$ cat config.mk
export PLATFORM = sky130hd
export DESIGN_NAME = spi_ss_ctrl
export DESIGN_NICKNAME = d
export VERILOG_FILES = /design/src/rtl/spi_ss_pkg.sv /design/src/rtl/spi_ss_sync.sv /design/src/rtl/spi_ss_mclk.sv /design/src/rtl/spi_ss_shift.sv /design/src/rtl/spi_ss_ctrl.sv
export SDC_FILE = /design/constraint.sdc
export NUM_CORES = 1
export LEC_CHECK = 0
export BUFFER_PORTS_ARGS = -buffer_cell sky130_fd_sc_hd__buf_2
export CORE_MARGIN = 2
export CORE_UTILIZATION = 50
export DETAILED_ROUTE_END_ITERATION = 6
export PLACE_DENSITY = 0.71
export SETUP_SLACK_MARGIN = 0.1
export SYNTH_ARGS = -nofsm -noshare
export SYNTH_HDL_FRONTEND = slang
export SYNTH_SLANG_ARGS = --single-unit
$ cat constraint.sdc
create_clock -name clk -period 2.08 [get_ports clk]
set_input_delay 0.208 -clock clk [delete_from_list [all_inputs] [get_ports clk]]
set_output_delay 0.208 -clock clk [all_outputs]
set_load 0.005 [all_outputs]
$ cat src/rtl/spi_ss_pkg.sv
`timescale 1ns/1ps
package spi_ss_pkg;
  localparam int unsigned BYTE_W = 8;

  typedef struct packed {
    logic done;
    logic wcol;
    logic modf;
    logic ovr;
  } spi_flags_t;

  // sticky update: software mask keeps bits, hardware events set them (set wins)
  function automatic spi_flags_t flag_next(spi_flags_t cur, spi_flags_t keep, spi_flags_t set);
    return spi_flags_t'((cur & keep) | set);
  endfunction

  function automatic logic [7:0] ctrl_word(spi_flags_t f, logic busy, logic sel,
                                           logic mst, logic en);
    return {f.done, f.wcol, f.modf, f.ovr, busy, sel, mst, en};
  endfunction
endpackage

$ cat src/rtl/spi_ss_sync.sv
`timescale 1ns/1ps
module spi_ss_sync #(
  parameter int W = 3,
  parameter logic [W-1:0] INIT = '0
) (
  input  logic         clk,
  input  logic         rst_n,
  input  logic [W-1:0] d,
  output logic [W-1:0] q
);
  for (genvar i = 0; i < W; i++) begin : g_bit
    logic st1, st2;
    always_ff @(posedge clk or negedge rst_n) begin
      if (!rst_n) begin
        st1 <= INIT[i];
        st2 <= INIT[i];
      end else begin
        st1 <= d[i];
        st2 <= st1;
      end
    end
    assign q[i] = st2;
  end
endmodule

$ cat src/rtl/spi_ss_mclk.sv
`timescale 1ns/1ps
module spi_ss_mclk #(
  parameter int DIV   = 4,
  parameter int TICKS = 16
) (
  input  logic clk,
  input  logic rst_n,
  input  logic run,
  input  logic abort,
  output logic sck,
  output logic rise,
  output logic fall,
  output logic last
);
  localparam int HALF = DIV / 2;
  localparam int CW   = (HALF > 1) ? $clog2(HALF) : 1;
  localparam int PW   = $clog2(TICKS);

  logic [CW-1:0] cnt;
  logic [PW-1:0] ph;
  logic          sck_q;
  logic          tick;

  assign tick = run && !abort && (cnt == CW'(HALF - 1));

  always_ff @(posedge clk or negedge rst_n) begin
    if (!rst_n) begin
      cnt   <= '0;
      ph    <= '0;
      sck_q <= 1'b0;
    end else if (!run || abort) begin
      cnt   <= '0;
      ph    <= '0;
      sck_q <= 1'b0;
    end else if (tick) begin
      cnt   <= '0;
      ph    <= ph + 1'b1;
      sck_q <= ~sck_q;
    end else begin
      cnt <= cnt + 1'b1;
    end
  end

  assign sck  = sck_q;
  assign rise = tick & ~sck_q;
  assign fall = tick & sck_q;
  assign last = tick && (ph == PW'(TICKS - 1));
endmodule

$ cat src/rtl/spi_ss_shift.sv
`timescale 1ns/1ps
module spi_ss_shift #(
  parameter int W = 8
) (
  input  logic         clk,
  input  logic         rst_n,
  input  logic         load,
  input  logic [W-1:0] ld_val,
  input  logic         m_cap,
  input  logic         m_shift,
  input  logic         s_shift,
  input  logic         miso_i,
  input  logic         mosi_s,
  output logic [W-1:0] sh_q,
  output logic [W-1:0] m_word,
  output logic [W-1:0] s_word
);
  logic [W-1:0] sh;
  logic         cap;

  always_ff @(posedge clk or negedge rst_n) begin
    if (!rst_n) begin
      sh  <= '0;
      cap <= 1'b0;
    end else begin
      if (load)         sh <= ld_val;
      else if (m_shift) sh <= {sh[W-2:0], cap};
      else if (s_shift) sh <= {sh[W-2:0], mosi_s};
      if (m_cap) cap <= miso_i;
    end
  end

  assign sh_q   = sh;
  assign m_word = {sh[W-2:0], cap};
  assign s_word = {sh[W-2:0], mosi_s};
endmodule

$ cat src/rtl/spi_ss_ctrl.sv
`timescale 1ns/1ps
module spi_ss_ctrl
  import spi_ss_pkg::*;
#(
  parameter int CLK_DIV = 4
) (
  input  logic       clk,
  input  logic       rst_n,
  input  logic       bus_sel,
  input  logic       bus_wr,
  input  logic       bus_rd,
  input  logic [7:0] bus_wdata,
  output logic [7:0] bus_rdata,
  output logic       irq,
  output logic       sck_o,
  output logic       mosi_o,
  input  logic       miso_i,
  input  logic       sck_i,
  input  logic       mosi_i,
  input  logic       nss_i,
  output logic       miso_o
);
  localparam int SCW = $clog2(BYTE_W);

  spi_flags_t        flg;
  logic              busy_q, mst_q, en_q, rx_full, sck_prev;
  logic [BYTE_W-1:0] rx_buf;
  logic [SCW-1:0]    scnt;
  logic [2:0]        pins_s;
  logic              nss_s, sck_s, mosi_s;

  spi_ss_sync #(.W(3), .INIT(3'b100)) u_sync (
    .clk(clk), .rst_n(rst_n), .d({nss_i, sck_i, mosi_i}), .q(pins_s)
  );
  assign {nss_s, sck_s, mosi_s} = pins_s;

  // named bus and protocol events
  logic wr_ctrl, wr_data, rd_data, slave_mode, s_rise, s_last, xfer_on;
  logic wcol_ev, m_start, s_load, m_abort, done_ev, ovr_ev, modf_ev;
  logic m_rise, m_fall, m_last;
  logic [BYTE_W-1:0] sh, m_word, s_word, rx_next;

  assign wr_ctrl    = bus_wr & ~bus_sel;
  assign wr_data    = bus_wr & bus_sel;
  assign rd_data    = bus_rd & bus_sel;
  assign slave_mode = en_q & ~mst_q;
  assign s_rise     = slave_mode & ~nss_s & sck_s & ~sck_prev;
  assign s_last     = s_rise && (scnt == SCW'(BYTE_W - 1));
  assign xfer_on    = busy_q | (scnt != '0);
  assign wcol_ev    = wr_data & en_q & xfer_on;
  assign m_start    = wr_data & en_q & mst_q & ~busy_q;
  assign s_load     = wr_data & slave_mode & (scnt == '0);
  assign m_abort    = ~en_q | ~mst_q;
  assign done_ev    = m_last | s_last;
  assign ovr_ev     = done_ev & rx_full;
  assign modf_ev    = en_q & mst_q & ~nss_s;
  assign rx_next    = m_last ? m_word : s_word;

  spi_ss_mclk #(.DIV(CLK_DIV), .TICKS(2 * BYTE_W)) u_mclk (
    .clk(clk), .rst_n(rst_n), .run(busy_q), .abort(m_abort),
    .sck(sck_o), .rise(m_rise), .fall(m_fall), .last(m_last)
  );

  spi_ss_shift #(.W(BYTE_W)) u_shift (
    .clk(clk), .rst_n(rst_n), .load(m_start | s_load), .ld_val(bus_wdata),
    .m_cap(m_rise), .m_shift(m_fall), .s_shift(s_rise),
    .miso_i(miso_i), .mosi_s(mosi_s), .sh_q(sh), .m_word(m_word), .s_word(s_word)
  );

  spi_flags_t keep, hw_set;
  assign keep   = wr_ctrl ? spi_flags_t'(bus_wdata[7:4]) : spi_flags_t'(4'hF);
  assign hw_set = '{done: done_ev, wcol: wcol_ev, modf: modf_ev, ovr: ovr_ev};

  always_ff @(posedge clk or negedge rst_n) begin
    if (!rst_n) begin
      flg      <= '0;
      mst_q    <= 1'b0;
      en_q     <= 1'b0;
      busy_q   <= 1'b0;
      rx_full  <= 1'b0;
      rx_buf   <= '0;
      scnt     <= '0;
      sck_prev <= 1'b0;
    end else begin
      flg      <= flag_next(flg, keep, hw_set);
      sck_prev <= sck_s;
      if (wr_ctrl) {mst_q, en_q} <= bus_wdata[1:0];
      if (m_abort)      busy_q <= 1'b0;
      else if (m_start) busy_q <= 1'b1;
      else if (m_last)  busy_q <= 1'b0;
      if (done_ev && !rx_full) begin
        rx_buf  <= rx_next;
        rx_full <= 1'b1;
      end else if (rd_data) begin
        rx_full <= 1'b0;
      end
      if (nss_s || !slave_mode) scnt <= '0;
      else if (s_rise)          scnt <= s_last ? '0 : scnt + 1'b1;
    end
  end

  assign bus_rdata = bus_sel ? rx_buf : ctrl_word(flg, busy_q, ~nss_s, mst_q, en_q);
  assign irq       = |flg;
  assign mosi_o    = sh[BYTE_W-1];
  assign miso_o    = sh[BYTE_W-1];

  AST_SCK_IDLE_LOW: assert property (@(posedge clk) disable iff (!rst_n)
    !busy_q |-> !sck_o);
  AST_DONE_STICKY: assert property (@(posedge clk) disable iff (!rst_n)
    flg.done && !(wr_ctrl && !bus_wdata[7]) |=> flg.done);
  AST_SW_NO_SET: assert property (@(posedge clk) disable iff (!rst_n)
    wr_ctrl && !done_ev && !flg.done |=> !flg.done);
  AST_WCOL_DISCARD: assert property (@(posedge clk) disable iff (!rst_n)
    wcol_ev && !m_fall && !s_rise |=> sh == $past(sh));
  AST_MODF_SETS: assert property (@(posedge clk) disable iff (!rst_n)
    modf_ev |=> flg.modf);
  AST_OVR_CAUSE: assert property (@(posedge clk) disable iff (!rst_n)
    $rose(flg.ovr) |-> $past(rx_full));
  AST_ABORT_STOPS: assert property (@(posedge clk) disable iff (!rst_n)
    m_abort |=> !busy_q);
endmodule

# Yosys cells after proc, flatten, opt, wreduce, memory -nomap -nowiden
# Cells that the tools add are included.
[word_totals] out_inout_bits=12 reg_bits=41 word_cells=97
[op_classes] reduce_logical=19 addsub=3 mux=20 eq_ne=2 bitwise_logic=31
[ops] cell="$mux 8" count=4
[ops] cell="$and 1x1->1" count=18
[ops] cell="$mux 4" count=3
[ops] cell="$mux 1" count=10
[ops] cell="$mux 3" count=3
[ops] cell="$reduce_bool 3->1" count=3
[ops] cell="$not 1->1" count=7
[ops] cell="$reduce_bool 2->1" count=3
[ops] cell="$logic_and 1x1->1" count=5
[ops] cell="$add 4x1->4 const B" count=1
[ops] cell="$and 4x4->4" count=1
[ops] cell="$eq 4x4->1 const B" count=1
[ops] cell="$logic_not 1->1" count=4
[ops] cell="$or 1x1->1" count=4
[ops] cell="$or 4x4->4" count=1
[ops] cell="$reduce_or 4->1" count=1
[ops] cell="$add 3x1->3 const B" count=1
[ops] cell="$eq 3x3->1 const B" count=1
[ops] cell="$logic_not 3->1" count=1
[ops] cell="$logic_or 1x1->1" count=2
[ops] cell="$add 1x1->1 const B" count=1

# Depth between registers and ports, before layout
[logic_depth] word_depth=9 depth_mapped=8 depth_no_buf=6

# Modules after synthesis
# Synthesis repeated with hierarchy kept, for this count alone.
[unflattened] cells_unflattened=188 area_unflattened_um2=2083.2
[by_module_without_submodules] mod="spi_ss_ctrl" area_each_um2=1068.5 cells_per_inst=99 n_inst=1
[by_module_without_submodules] mod="spi_ss_shift" area_each_um2=534.3 cells_per_inst=53 n_inst=1
[by_module_without_submodules] mod="spi_ss_mclk" area_each_um2=305.3 cells_per_inst=27 n_inst=1
[by_module_without_submodules] mod="spi_ss_sync" area_each_um2=175.2 cells_per_inst=9 n_inst=1

# Worst setup path before layout
# No wires, ideal clock.
[synth_timing] kind="register to register" startpoint="reg mst_q" endpoint="reg rx_buf[0]" path_stages_with_launch=7 setup_slack_ns=0.186 setup_ns=0.125 synth_period_minus_slack_ns=1.894 arrival_time_ns=1.769 n_path_buf=2 path_cell_list="dfrtp_1 > buf_2 > or3b_1 > buf_2 > o32a_4 > nor2_8 > mux2_2"
[synth_via] elab_chain_cells=8 word_cells_on_any_way=14 cone_classes="mux (1); bitwise (7); reduce/logical (6)"
[synth_lines] item="start: declaration" line="spi_ss_ctrl.sv:26" text="logic busy_q, mst_q, en_q, rx_full, sck_prev;"
[synth_lines] item="start signal: assignment" line="spi_ss_ctrl.sv:87" text="if (wr_ctrl) {mst_q, en_q} <= bus_wdata[1:0];"
[synth_lines] item="$not 1->1 (*)" line="spi_ss_ctrl.sv:46, spi_ss_ctrl.sv:53"
[synth_lines] item="$and 1x1->1 or $or 1x1->1 (tied branches)" line="spi_ss_ctrl.sv:46, spi_ss_ctrl.sv:53"
[synth_lines] item="$and 1x1->1 or $logic_not 1->1 (tied branches)" line="spi_ss_ctrl.sv:47, spi_ss_mclk.sv:24"
[synth_lines] item="$and 1x1->1 or $logic_and 1x1->1 (tied branches) (2 in a row)" line="spi_ss_ctrl.sv:47, spi_ss_mclk.sv:24"
[synth_lines] item="$logic_and 1x1->1 (on tied branches)" line="spi_ss_ctrl.sv:48, spi_ss_mclk.sv:47"
[synth_lines] item="$or 1x1->1" line="spi_ss_ctrl.sv:54" text="assign done_ev = m_last | s_last;"
[synth_lines] item="$logic_and 1x1->1" line="spi_ss_ctrl.sv:91" text="if (done_ev && !rx_full) begin"
[synth_lines] item="end signal: assignment" line="spi_ss_ctrl.sv:92" text="rx_buf <= rx_next;"
[synth_lines] item="end: declaration" line="spi_ss_ctrl.sv:27" text="logic [BYTE_W-1:0] rx_buf;"
# Mark *: on every way between the ends. The rest lies on a longest branch, timed or not.
# A chain may end at the register's enable or synchronous reset.

# Worst setup path after layout
[layout_timing] startpoint="reg scnt[0]" endpoint="reg rx_buf[2]"
[layout_via] elab_chain_cells=4
[layout_lines] item="start: declaration" line="spi_ss_ctrl.sv:28" text="logic [SCW-1:0] scnt;"
[layout_lines] item="start signal: assignment" line="spi_ss_ctrl.sv:98" text="else if (s_rise) scnt <= s_last ? '0 : scnt + 1'b1;"
[layout_lines] item="$eq 3x3->1" line="spi_ss_ctrl.sv:48" text="assign s_last = s_rise && (scnt == SCW'(BYTE_W - 1));"
[layout_lines] item="$logic_and 1x1->1" line="spi_ss_ctrl.sv:48"
[layout_lines] item="$or 1x1->1" line="spi_ss_ctrl.sv:54"
[layout_lines] item="$logic_and 1x1->1" line="spi_ss_ctrl.sv:91"
# Every way passes these cells.

==> impl_metrics.toml <==
[run_status]
status = "complete, no violations"

[placement]
post_dp_hpwl_mm = 2.52
place.gp.congestion = 0.784
placement.io_buffers = 28
dp_cells = 232
post_place_setup_slack_ns = 0.158

[critical_path]
cp-start-kind = "flip-flop"
worstSetupPathType = "flip-flop to flip-flop"
worst-endpoint-required_ns = 2.26
timing.critical_path.arrival_ns = 2.10
timing.reg2reg.worst_path_depth = 6
reg2reg_capture_point = "rx_buf[2]"
setup.worst_path.end_class = "flip-flop"
regToRegStartpoint = "scnt[0]"
worst-path-max-fanout = 8
reg2reg_slack_ns = 0.17

[detailed_routing]
postRouteWirelength_mm = 3.65
dr_total_vias = 1290
drtPass1Iterations = 4
detail_route.wl_per_cell_um = 15.1
drc = 0
route.detailed.vias_per_inst = 5.33
drt_antenna_net_count = 0
drtIter0Drc = 46

[floorplan]
start_util = 0.520
design.core.area_um2 = 3690
row_count = 22
floorplan.io_pins = 29
die_width_um = 66.0
die_h_um = 66.0
die_footprint_um2 = 4350

[power_and_ir_drop]
p_switching_mw = 0.468
power.share.combinational = 0.176
total_leakage_power_nw = 1.07
clock_power_share = 0.279
intPower_mw = 1.32
power_density_nw_per_um2 = 796
sequential_power_share = 0.545
swShare = 0.263
power.ir.vdd_worst_mv = 0.610

[sta]
post-route-worst-setup-slack_ns = 0.167
min_period_over_period = 0.920
setup_tns_ns = 0
rsz0062_at_grt = "yes"
hold_viol = 0
clock_skew_ns = 0.00511
worstMarginPinSlew_ns = 0.887
max_slew_margin_vs_limit = 0.409
fmax_mhz = 523
finalMaxSlewViolations = 0
final_period_minus_worst_setup_slack_ns = 1.91
setup_viol = 0

[synth]
synth.yosys.seq_area_share = 0.536
ys_warn_count = 0
synthesized_area_divided_by_synthesized_cell_count_um2 = 12.1
synth_cell_types = 34
syn-instance-count = 158
synthesis.nets = 179
post_synth_instance_area_um2 = 1920
postSynthRegisterBits = 41

[global_route]
gr-usage-met3 = 0.0613
grt_max_degree = 42
grt_pass1_vias = 1273
grt_util_met2 = 0.288
grt-ovfl-total = 0
grt_antenna_before_repair = 0
busiest_layer = "met2"
use_met1 = 0.259
grt_first_pass_wirelength_mm = 6.03
groute.usage.overall = 0.187

[hold_path]
worst_hold_path_stage_count = 1
origin_of_the_worst_min_delay_path = "mosi_i"
worst_hold_path_type = "input pin to flip-flop"
holdPathEnd = "u_sync.g_bit[0].st1"

[final_layout]
post_layout_nonfiller_instances = 242
layout-drive-gt1-share = 0.423
layout.cells.most_common = "dfrtp_1"
nets = 214
area_growth_pct = 16.8
diodes = 0
most-common-layout-cells = "dfrtp_1, mux2_2, buf_2"

[clock_network]
cts_buffers = 5
ctsLongestPathBuffers = 2
htree_levels = 2
worst_setup_hold_path_clk_slew_ns = 0.08
tritoncts = "done"
number_of_sinks_handled_by_clock_tree_synthesis = 41
clk-insertion-delay-late_ns = 0.29
clk_root_buffer_cell = "clkbuf_8"

[run]
drv.max_cap_violation_count = 0
==> critical path, cell delays in order (launching register included) <==
cell and delay [ns]:
dfrtp_1 0.40, ha_2 0.21, ha_4 0.15, inv_1 0.06, o32a_4 0.41, nor2_8 0.21
mux2_2 0.36
==> synthesized netlist by cell type <==
library cell  instances  area (µm²)
nand4_1               3        18.8
a21oi_1               4        20.0
dfrtp_1              39         976
nand3_1               3        15.0
inv_1                 7        26.3
buf_2                 3        15.0
or4_1                 1        7.51
o32ai_1               1        8.76
buf_4                 3        22.5
o311a_1               1        10.0
buf_1                 1        3.75
mux2i_1               2        20.0
ha_1                  4        50.1
o21ai_0               9        45.0
nor2_1               11        41.3
mux2_2               31         349
dfstp_2               2        52.6
or3b_2                1        8.76
a31oi_1               2        12.5
xnor2_1               2        17.5
clkbuf_1              2        7.51
and2_1                1        6.26
or3b_1                1        8.76
nor2b_1               1        6.26
nor3_1                1        5.00
xor2_1                2        17.5
nor2_8                1        20.0
nand2_1               6        22.5
o32a_4                1        22.5
nand2b_1              4        25.0
nor3b_1               3        22.5
o22ai_1               2        12.5
o31ai_1               2        15.0
o21bai_1              1        7.51
==> power by group through the flow <==
stage | sequential, mW | clock, mW | combinational (mW)
final | 0.973 | 0.497 | 0.314
after global routing | 0.986 | 0.554 | 0.351
after CTS | 0.972 | 0.515 | 0.317
after detailed placement | 0.986 | 0 | 0.313
after global placement | 0.980 | 0 | 0.307
after floorplan | 0.960 | 0 | 0.230
==> logic make-up (layout without fill, tap and decap cells) <==
kind of cell | count (synthesis) | in the layout | synth area share
AOI/OAI and AO/OA | 23 | 23 | 0.0802
xor gates and xnor gates | 4 | 4 | 0.0183
adders and majority gates | 4 | 4 | 0.0261
buffers and inverters | 16 | 52 | 0.0391
DFF | 41 | 41 | 0.536
muxes | 33 | 33 | 0.192
and+or+nand+nor | 37 | 37 | 0.108
==> per-stage QoR <==
step	utilization	hold slack [ns]	cell area [µm²]	power, mW
2_1_floorplan	-	-0.0876	1920	1.19
3_3_place_gp	0.576	0.316	2120	1.29
3_5_place_dp	0.576	0.317	2120	1.30
4_1_cts	0.601	0.00967	2220	1.80
5_1_grt	0.608	0.000202	2240	1.89
6_report	0.608	0.0161	2240	1.78
==> state kept, by name, summed over array words and instances, names as in the netlist, 3 cells and up <==
signal and count:
scnt 3, flg 4, u_shift.sh_q 8, u_mclk.ph 4, rx_buf 8, u_sync.g_bit.st2 3, u_sync.g_bit.st1 3
==> cell type report <==
class                           instances  area [µm²]
Timing Repair Buffer                   37         210
Clock buffer                            6        72.6
Inverter                                7        26.3
Clock inverter                          2        10.0
Fill cell                             325        1450
Multi-Input combinational cell        101         833
Sequential cell                        41        1030
Tap cell                               48        60.1
==> worst max-delay path by stage <==
stage	from	to	slack [ns]	cells past startpoint
global route	scnt[0]	rx_buf[2]	0.09	6
floorplan	mst_q	rx_buf[0]	0.19	6
detailed placement	u_sync.g_bit[2].st2	u_shift.sh_q[1]	0.16	4
CTS	scnt[0]	rx_buf[2]	0.11	6
global placement	scnt[0]	rx_buf[3]	0.20	6
finish	scnt[0]	rx_buf[2]	0.17	6
==> timing repair <==
action / 4_1_cts / 5_1_grt
hold buffers: 1 / 0
gates resized for setup: 0 / 4
hold endpoints to repair: 1 / 0
buffers inserted: 0 / 1
endpoints found under the setup margin: 0 / 15
==> routing by layer <==
metal / vias to the layer above / part of all wire
met4: 0 / 0.010
met1: 632 / 0.48
met3: 3 / 0.048
met5: - / 0
met2: 31 / 0.46
li1: 624 / -
No activity file was read; power rests on OpenSTA's default activity.
